$ cat src/rtl/ssmod_pkg.sv
`timescale 1ns/1ps
package ssmod_pkg;

    typedef enum logic [1:0] {
        SS_IDLE = 2'd0,
        SS_RISE = 2'd1,
        SS_FALL = 2'd2
    } ss_state_e;

endpackage

$ cat src/rtl/ssmod_tick.sv
`timescale 1ns/1ps
module ssmod_tick #(
    parameter int TICK_DIV = 32
) (
    input  logic clk,
    input  logic rst_n,
    input  logic run,
    output logic tick
);
    localparam int CNT_W = $clog2(TICK_DIV + 1);
    localparam logic [CNT_W-1:0] LAST = CNT_W'(TICK_DIV - 1);

    logic [CNT_W-1:0] cnt_q;

    assign tick = run && (cnt_q == LAST);

    always_ff @(posedge clk or negedge rst_n) begin
        if (!rst_n) begin
            cnt_q <= '0;
        end else if (!run || tick) begin
            cnt_q <= '0;
        end else begin
            cnt_q <= cnt_q + CNT_W'(1);
        end
    end
endmodule

$ cat src/rtl/ssmod_limits.sv
`timescale 1ns/1ps
module ssmod_limits #(
    parameter int FULL_SCALE = 4096,
    parameter int OFF_W      = 15
) (
    input  logic                    depth_quarter,
    input  logic                    center_type,
    output logic signed [OFF_W-1:0] lim_hi,
    output logic signed [OFF_W-1:0] lim_lo
);
    localparam logic signed [OFF_W-1:0] SPAN_WIDE   = OFF_W'(FULL_SCALE);
    localparam logic signed [OFF_W-1:0] SPAN_NARROW = OFF_W'(FULL_SCALE / 2);

    logic signed [OFF_W-1:0] span;

    always_comb begin
        span = depth_quarter ? SPAN_NARROW : SPAN_WIDE;
        if (center_type) begin
            lim_hi = span;
            lim_lo = -span;
        end else begin
            lim_hi = '0;
            lim_lo = -(span <<< 1);
        end
    end
endmodule

$ cat src/rtl/ssmod_slew.sv
`timescale 1ns/1ps
module ssmod_slew #(
    parameter int OFF_W   = 15,
    parameter int STEP_W  = 4,
    parameter bit FALLING = 1'b0
) (
    input  logic signed [OFF_W-1:0] cur,
    input  logic [STEP_W-1:0]       step,
    input  logic signed [OFF_W-1:0] bound,
    output logic signed [OFF_W-1:0] nxt,
    output logic                    hit
);
    localparam int EXT_W = OFF_W + 2;

    logic signed [EXT_W-1:0] cur_x;
    logic signed [EXT_W-1:0] bnd_x;
    logic signed [EXT_W-1:0] dlt_x;
    logic signed [EXT_W-1:0] res_x;

    always_comb begin
        cur_x = EXT_W'(cur);
        bnd_x = EXT_W'(bound);
        dlt_x = $signed({{(EXT_W-STEP_W){1'b0}}, step}) + $signed(EXT_W'(1));
        if (FALLING) begin
            res_x = cur_x - dlt_x;
            hit   = (res_x <= bnd_x);
        end else begin
            res_x = cur_x + dlt_x;
            hit   = (res_x >= bnd_x);
        end
        nxt = hit ? bound : res_x[OFF_W-1:0];
    end
endmodule

$ cat src/rtl/ssmod_fsm.sv
`timescale 1ns/1ps
module ssmod_fsm
    import ssmod_pkg::*;
#(
    parameter int OFF_W = 15
) (
    input  logic                    clk,
    input  logic                    rst_n,
    input  logic                    ss_enable,
    input  logic                    center_type,
    input  logic                    tick,
    input  logic signed [OFF_W-1:0] rise_nxt,
    input  logic                    rise_hit,
    input  logic signed [OFF_W-1:0] fall_nxt,
    input  logic                    fall_hit,
    output ss_state_e               state,
    output logic signed [OFF_W-1:0] offset,
    output logic                    strobe
);
    ss_state_e state_q;
    ss_state_e state_d;

    assign state = state_q;

    always_comb begin
        state_d = state_q;
        unique case (state_q)
            SS_IDLE: begin
                if (ss_enable) begin
                    state_d = center_type ? SS_RISE : SS_FALL;
                end
            end
            SS_RISE: begin
                if (!ss_enable) begin
                    state_d = SS_IDLE;
                end else if (tick && rise_hit) begin
                    state_d = SS_FALL;
                end
            end
            SS_FALL: begin
                if (!ss_enable) begin
                    state_d = SS_IDLE;
                end else if (tick && fall_hit) begin
                    state_d = SS_RISE;
                end
            end
            default: state_d = SS_IDLE;
        endcase
    end

    always_ff @(posedge clk or negedge rst_n) begin
        if (!rst_n) begin
            state_q <= SS_IDLE;
        end else begin
            state_q <= state_d;
        end
    end

    always_ff @(posedge clk or negedge rst_n) begin
        if (!rst_n) begin
            offset <= '0;
            strobe <= 1'b0;
        end else if (!ss_enable || state_q == SS_IDLE) begin
            offset <= '0;
            strobe <= 1'b0;
        end else if (tick) begin
            offset <= (state_q == SS_RISE) ? rise_nxt : fall_nxt;
            strobe <= 1'b1;
        end else begin
            strobe <= 1'b0;
        end
    end
endmodule

$ cat src/rtl/ssmod_profile_gen.sv
`timescale 1ns/1ps
module ssmod_profile_gen
    import ssmod_pkg::*;
#(
    parameter int FULL_SCALE = 4096,
    parameter int TICK_DIV   = 32,
    parameter int STEP_W     = 4,
    localparam int OFF_W     = $clog2(FULL_SCALE) + 3
) (
    input  logic                    clk,
    input  logic                    rst_n,
    input  logic                    ss_enable,
    input  logic                    depth_quarter,
    input  logic                    center_type,
    input  logic [STEP_W-1:0]       up_step,
    input  logic [STEP_W-1:0]       down_step,
    output logic signed [OFF_W-1:0] offset,
    output logic                    strobe
);
    ss_state_e               run_state;
    logic                    tick;
    logic signed [OFF_W-1:0] lim_hi;
    logic signed [OFF_W-1:0] lim_lo;
    logic signed [OFF_W-1:0] slew_nxt [2];
    logic                    slew_hit [2];

    ssmod_tick #(.TICK_DIV(TICK_DIV)) u_tick (
        .clk  (clk),
        .rst_n(rst_n),
        .run  (ss_enable && (run_state != SS_IDLE)),
        .tick (tick)
    );

    ssmod_limits #(.FULL_SCALE(FULL_SCALE), .OFF_W(OFF_W)) u_limits (
        .depth_quarter(depth_quarter),
        .center_type  (center_type),
        .lim_hi       (lim_hi),
        .lim_lo       (lim_lo)
    );

    for (genvar g = 0; g < 2; g++) begin : g_slew
        ssmod_slew #(.OFF_W(OFF_W), .STEP_W(STEP_W), .FALLING(g == 1)) u_slew (
            .cur  (offset),
            .step ((g == 0) ? up_step : down_step),
            .bound((g == 0) ? lim_hi : lim_lo),
            .nxt  (slew_nxt[g]),
            .hit  (slew_hit[g])
        );
    end

    ssmod_fsm #(.OFF_W(OFF_W)) u_fsm (
        .clk        (clk),
        .rst_n      (rst_n),
        .ss_enable  (ss_enable),
        .center_type(center_type),
        .tick       (tick),
        .rise_nxt   (slew_nxt[0]),
        .rise_hit   (slew_hit[0]),
        .fall_nxt   (slew_nxt[1]),
        .fall_hit   (slew_hit[1]),
        .state      (run_state),
        .offset     (offset),
        .strobe     (strobe)
    );
endmodule

$ cat config.mk
export PLATFORM = sky130hd
export DESIGN_NAME = ssmod_profile_gen
export DESIGN_NICKNAME = d
export VERILOG_FILES = /design/src/rtl/ssmod_pkg.sv /design/src/rtl/ssmod_tick.sv /design/src/rtl/ssmod_limits.sv /design/src/rtl/ssmod_slew.sv /design/src/rtl/ssmod_fsm.sv /design/src/rtl/ssmod_profile_gen.sv
export SDC_FILE = /design/constraint.sdc
export NUM_CORES = 1
export LEC_CHECK = 0
export BUFFER_PORTS_ARGS = -buffer_cell sky130_fd_sc_hd__buf_2
export CORE_MARGIN = 2
export CORE_UTILIZATION = 50
export DETAILED_ROUTE_END_ITERATION = 8
export PLACE_DENSITY_LB_ADDON = 0.2
export SYNTH_ARGS = -nofsm -noshare
export SYNTH_HDL_FRONTEND = slang
export SYNTH_SLANG_ARGS = --single-unit
$ cat constraint.sdc
create_clock -name clk -period 4.85 [get_ports clk]
set_clock_uncertainty 0.1 [all_clocks]
set_input_delay 0.97 -clock clk [delete_from_list [all_inputs] [get_ports clk]]
set_output_delay 0.97 -clock clk [all_outputs]
set_load 0.02 [all_outputs]
==> results of run 1 <==
-- worst min path at each step --
stage / to / slack (ns) / cells after the start
final: u_tick.cnt_q[0] / 0.37 / 1
after global routing: u_tick.cnt_q[0] / 0.39 / 1
after CTS: u_tick.cnt_q[0] / 0.37 / 1
after detailed placement: u_tick.cnt_q[0] / 0.36 / 1
after global placement: u_tick.cnt_q[0] / 0.35 / 1
after floorplan: u_tick.cnt_q[0] / 0.33 / 1
-- cells in the final DEF, fill, tap and decap left out, drive strengths merged, types with 3 or more instances in the layout --
master and count:
buf 67, nand2 33, dfrtp 24, nor2 24
ha 17, o21ai 17, a21oi 16, inv 14
xor2 12, xnor2 12, nand3 11, o21a 7
nand2b 6, nand4 6, nor3 6, and2 6
nor2b 5, a21o 5, clkbuf 4, and3 4
or4 4, a2111oi 4, or2 3, nor4 3
o2111ai 3, o211ai 3, a31oi 3, o22a 3
-- power by group --
part | switching [mW] | total [mW] | internal [mW] | leakage [nW]
combinational | 0.0731 | 0.132 | 0.0592 | 1.08
clock | 0.0702 | 0.143 | 0.0727 | 0.0288
sequential | 0.00389 | 0.207 | 0.203 | 0.333
total | 0.147 | 0.482 | 0.335 | 1.44
-- cell families (layout without fill, tap and decap cells) --
logic type	after synthesis	after routing
flip-flops	24	24
multiplexers	2	2
AO/OA/AOI/OAI	87	87
buffers and inverters	24	85
adder cells (fa/ha/maj)	19	19
AND/OR/NAND/NOR	120	120
XOR/XNOR	24	24
-- cell usage after synthesis, types with 2 or more instances --
master	n	share of area (%)
nand2_1	33	5.1
xnor2_1	12	4.3
inv_1	14	2.2
and2_1	6	1.5
buf_2	5	1.0
nand3_1	10	2.1
or2_2	3	0.77
ha_1	17	8.7
a2111oi_0	3	1.1
dfrtp_1	24	25
xor2_1	12	4.3
o221ai_1	2	0.72
nor3_1	5	1.0
o21bai_1	2	0.62
or4_1	3	0.92
a21o_1	5	1.5
a32oi_1	2	0.72
and3_1	3	0.77
o31a_1	2	0.72
o2111a_1	2	0.92
a221oi_1	2	0.72
nor2b_1	5	1.3
a21oi_1	16	3.3
o21a_1	7	2.2
nand4_1	6	1.5
o21ai_0	16	3.3
a211oi_1	2	0.62
o2111ai_1	3	1.1
nor4_1	3	0.77
nor2_1	24	3.7
a31oi_1	3	0.77
or3_1	2	0.51
nand2b_1	6	1.5
fa_1	2	1.6
clkbuf_1	3	0.46
o22a_1	2	0.72
o211ai_1	3	0.92
-- worst reg2reg max path, delay by kind of cell (launching register included) --
family / cells / cell delay, ns
xor+xnor: 1 / 0.20
buf+inv: 4 / 0.57
compound gates: 6 / 1.06
fa+ha+maj: 3 / 0.87
flops: 1 / 0.40
simple gates: 5 / 0.69
-- layout make-up --
type                    count  area, um2
repair buffers             67      432.9
clock buffers               4      55.05
flip-flops and latches     24      600.6
well taps                  67      83.83
inverters                  14      52.55
multi-input cells         252       1773
fillers                   422       1725
-- sequential cells by signal, indices dropped and copies added, names as in the netlist --
signal / count
u_fsm.offset: 15
u_fsm.state: 2
u_fsm.strobe: 1
u_tick.cnt_q: 6
-- routing by layer --
layer  share of wire [%]  vias up
met5                   0        -
met4                 3.6        0
met3                 6.3       27
met2                  46      140
met1                  44     1231
li1                    -     1238
-- timing repair --
action,4_1_cts,5_1_grt
setup endpoints to repair,0,15
gates resized for setup,0,10
hold endpoints to repair,0,0
buffers inserted,0,1
-- stage by stage --
| step | utilization (%) | instance area, um2 | total power, mW |
|---|---|---|---|
| after floorplan | - | 2437 | 0.2855 |
| after global placement | 61.43 | 2902 | 0.3336 |
| after detailed placement | 61.43 | 2902 | 0.3357 |
| after CTS | 62.60 | 2957 | 0.4772 |
| after global routing | 63.47 | 2998 | 0.5029 |
| final | 63.47 | 2998 | 0.4818 |
==> results.yml, run 1 <==
power:
  vdd_drop_max_uv: 162.7
  power_density_nw_per_um2: 160.7
  leakage_nw: 1.444
yosys:
  synth_adder_area_share_pct: 10.37
  synthXorXnorAreaFrac_pct: 8.624
  synth_mux_area_share_pct: 1.027
  synthArstFlopShare_pct: 100.0
  synth_compound_gate_area_share_pct: 25.46
  yosysSeqAreaShare_pct: 24.64
  synthCells: 300
  synth_seq_cells: 24
  syn_nets: 332
  ys.warnings.count: 0
  yosys.area_share.simple_pct: 25.87
  synth_edf_count: 0
  netlist-cell-type-count: 67
  synth_area_um2: 2437
  avgSynthCellArea_um2: 8.124
  synth_top_family_by_area: "simple AND/OR/NAND/NOR gates"
  synth-main-ff-cell: "dfrtp_1"
critical_path:
  reg2reg_from: "u_fsm.offset[0]"
  endpoint: "u_fsm.offset[4]"
  max_stage_delay_ns: 0.36
  cp_top_family: "compound AO/OA/AOI/OAI gates"
  start_kind: "input port"
  cp.depth: 22
  crit_path_max_fanout: 5
  worstPathCellList: "buf_2 -> ha_1 -> and3_1 -> ha_1 -> a21o_1 -> buf_4 -> a31o_2 -> o21a_1 -> nand2_1 -> xor2_1 -> ha_1 -> inv_1 -> a2111oi_2 -> buf_4 -> nand3_1 -> o211ai_1 -> o2111ai_1 -> buf_4 -> nor2_2 -> buf_4 -> a221oi_1 -> nor2_1"
  critPathKind: "in -> reg"
  slowest_stage: "a2111oi_2"
  path_buf_inv: 6
  r2r_slack_ns: 0.88
  endpoint_kind: "register"
  arrival_ns: 4.70
  timing.rr.end: "u_fsm.offset[4]"
  critical_path.startpoint: "up_step[0]"
  cp_common_cell: "buf_4"
  crit_required_ns: 4.96
  worstRegToRegCells: 19
global_route:
  grt_use_total_pct: 28.56
  grt_util_met2_pct: 44.74
  grt-ovfl-total: 0
  grt_pass1_vias: 2528
  grt_max_degree: 25
  met1_usage_pct: 40.07
  antenna_found_initial: 0
  grt_pass1_wl_um: 12010
  grtUsageMet3_pct: 3.841
  top_usage_layer: "met2"
final_layout:
  final_cell_count_no_fill: 428
  area_growth_pct: 23.00
  drive_gt1_share_pct: 25.76
  fin_nets: 394
  antenna_cells: 0
clock_tree:
  cts_sinks: 24
  cts_max_level: 1
  cts_made_buffers: 3
  clockBufferDepth: 2
  path_clk_slew_ns: 0.08
  cts_tree: "done"
  ctsHoldBuffers: 0
  clk_latency_ns: 0.28
  cts-root-buf: "clkbuf_8"
place:
  placed_cells: 423
  dp_hpwl_um: 5609
  port_buffers: 28
  place_congestion: 1.009
  preCtsSetupSlack_ns: -0.2389
worst_hold_path:
  hold_path.class: "reg -> reg"
  min_from: "u_tick.cnt_q[0]"
drt:
  drc_errors: 0
  ant_nets: 0
  wl_um: 7245
  drt_iter0_drc: 186
  dr.pass1.iters: 5
  vias: 2636
  via_per_inst: 6.159
  avgRoutedWirePerCell_um: 16.93
sta:
  fmax_mhz: 217.6
  hold_viol_final: 0
  tightest_slew_ns: 0.6565
  timing.final.ws_setup_ns: 0.2539
  hold_ws_ns: 0.3696
  fin_setup_tns_ns: 0
  fin_crit_sh_pct: 94.76
  rsz0062_at_grt: "no"
  setup-violations-final: 0
  slew_headroom_pct: 55.77
  finalMaxSlewViolations: 0
  fin_crit_ns: 4.596
outcome:
  outcome: "completed"
die:
  coreArea_um2: 4723
  dieHeight_um: 73.82
  dieArea_um2: 5449
  rows: 25
  start_util_pct: 51.60
  boundaryPins: 29
  die_x_um: 73.82
flow_run:
  cap_violations: 0
Power figures use the tool's default switching activity.
==> inputs of run 2 (changes only) <==
- CORE_UTILIZATION: 50 -> 33
==> run 2 against run 1 <==
Compared with the run above: total power increased by 0.37%; critical endpoint is now u_fsm.offset[3]; sequential cell count is the same; critical path depth down 2; highest routed layer unchanged; utilization is 21 points lower.
==> results.yml, run 2 (synthesized netlist as in run 1, its figures left out) <==
final_layout:
  regMostFlops: "u_fsm.offset"
  fin_nets: 392
  design_area_um2: 3047
  final_cell_count_no_fill: 458
  largest_reg_flops: 15
  final.fill_count: 787
  drive_gt1_share_pct: 26.46
  final_cell_mix: "37 x buf_4, 33 x nand2_1, 28 x buf_2"
  final_common_cell: "buf_4"
  area_growth_pct: 25.00
  finish.utilization_pct: 42.23
  antenna_cells: 0
power:
  power.total_mw: 0.4836
  vdd_drop_max_uv: 92.36
  power_density_nw_per_um2: 158.7
  p_clk_share_pct: 29.9
  power_switching_share_pct: 30.96
  power_frac_comb_pct: 27.4
  seq_power_share_pct: 42.7
  internal-power_mw: 0.3339
  leakage_nw: 1.446
  p_switching_mw: 0.1497
sta:
  fin_setup_tns_ns: 0
  slew_headroom_pct: 54.19
  finalMaxSlewViolations: 0
  hold_viol_final: 0
  setup-violations-final: 0
  fin_crit_sh_pct: 96.60
  hold_ws_ns: 0.3604
  fmax_mhz: 213.4
  tightest_slew_ns: 0.6800
  timing.final.ws_setup_ns: 0.1649
  fin_crit_ns: 4.685
critical_path:
  cp_common_cell: "ha_1"
  cp_top_family: "compound AO/OA/AOI/OAI gates"
  crit_required_ns: 4.96
  worstPathCellList: "buf_2 -> ha_1 -> and3_1 -> ha_1 -> a21o_1 -> a31o_2 -> o21a_1 -> nand2_1 -> xor2_2 -> ha_1 -> inv_1 -> a2111oi_1 -> buf_4 -> nand3_1 -> o211ai_1 -> o211ai_1 -> buf_4 -> nor2_1 -> a22oi_1 -> o21ai_1"
  endpoint_kind: "register"
  arrival_ns: 4.80
  start_kind: "input port"
  crit_path_max_fanout: 4
  max_stage_delay_ns: 0.42
  path_buf_inv: 4
  slowest_stage: "a2111oi_1"
  reg2reg_from: "u_fsm.offset[0]"
  r2r_slack_ns: 0.78
  critPathKind: "in -> reg"
  critical_path.startpoint: "up_step[0]"
flow_run:
  cap_violations: 0
place:
  place_congestion: 0.8459
  dp_hpwl_um: 6108
  placed_cells: 453
  place_area_um2: 2927
  preCtsSetupSlack_ns: -0.2213
  port_buffers: 28
worst_hold_path:
  hold_path.class: "reg -> reg"
  min_from: "u_tick.cnt_q[0]"
global_route:
  grt_use_total_pct: 19.31
  grt-ovfl-total: 0
  top_usage_layer: "met2"
  met1_usage_pct: 27.47
  grtUsageMet3_pct: 2.096
  grt_max_degree: 25
  grt_util_met2_pct: 32.45
  grt_pass1_vias: 2360
  antenna_found_initial: 0
  grt_pass1_wl_um: 12630
outcome:
  outcome: "completed"
drt:
  dr.pass1.iters: 5
  drt_iter0_drc: 156
  ant_nets: 0
  drc_errors: 0
  via_per_inst: 5.572
  vias: 2552
  wl_um: 7668
  avgRoutedWirePerCell_um: 16.74
clock_tree:
  cts_max_level: 1
  ctsHoldBuffers: 0
  path_clk_slew_ns: 0.10
  cts-root-buf: "clkbuf_8"
  clockBufferDepth: 2
  cts_made_buffers: 3
  cts_tree: "done"
  clk_latency_ns: 0.28
  cts_sinks: 24
die:
  start_util_pct: 33.78
  rows: 31
  die_x_um: 89.94
  dieHeight_um: 89.94
  coreArea_um2: 7214
  boundaryPins: 29
  dieArea_um2: 8089
==> run 2: cell count changes in the layout (fill, tap and decap cells not counted), sizes merged <==
cell | before | now
buf | 67 | 65
==> run 2: power by group through the flow <==
| stage | Combinational [mW] | Clock (mW) | Sequential [mW] |
|---|---|---|---|
| finish | 0.133 | 0.144 | 0.206 |
| CTS | 0.126 | 0.148 | 0.206 |
| global route | 0.146 | 0.157 | 0.207 |
| floorplan | 0.0758 | 0 | 0.210 |
| global placement | 0.124 | 0 | 0.210 |
| detailed placement | 0.125 | 0 | 0.210 |
==> run 2: worst paths after layout <==
| path | to | cells after the start |
|---|---|---|
| worst max-delay path | u_fsm.offset[3] | 20 |
| worst min-delay path | u_tick.cnt_q[0] | 1 |
| worst max register to register | u_fsm.offset[3] | 16 |
| worst min register to register | u_tick.cnt_q[0] | 1 |
| max in group asynchronous | u_fsm.offset[2] | 1 |
| min in group asynchronous | u_fsm.offset[11] | 1 |
==> run 2: cell type report <==
| type | count | area [um2] | area share (%) |
|---|---|---|---|
| multi-input combinational | 252 | 1797 | 58.97 |
| sequential | 24 | 600.6 | 19.71 |
| timing repair buffer | 65 | 417.9 | 13.72 |
| tap | 99 | 123.9 | 4.066 |
| clock buffer | 4 | 55.05 | 1.807 |
| inverter | 14 | 52.55 | 1.725 |
==> run 2: routing by layer <==
| metal | wire length [um] | part of all wire [%] |
|---|---|---|
| met2 | 3688 | 48 |
| met1 | 3583 | 47 |
| met5 | 0 | 0 |
| met3 | 360 | 4.7 |
| met4 | 36 | 0.47 |
==> run 2: worst reg2reg max path, stage by stage, from the launching register on <==
cell and delay (ns):
dfrtp_1 0.43, inv_1 0.06, ha_1 0.22, fa_1 0.42
nor2b_1 0.20, o31a_1 0.16, or2_2 0.14, nor2_2 0.05
xor2_1 0.16, ha_1 0.32, nand4_1 0.12, or4b_4 0.52
a2111oi_4 0.29, nand4_1 0.23, and2_4 0.23, a22oi_1 0.24
o21ai_1 0.09
==> run 2: what timing repair did <==
item,in CTS,in global routing
buffers inserted,0,1
gates resized for setup,0,16
setup endpoints to repair,0,14
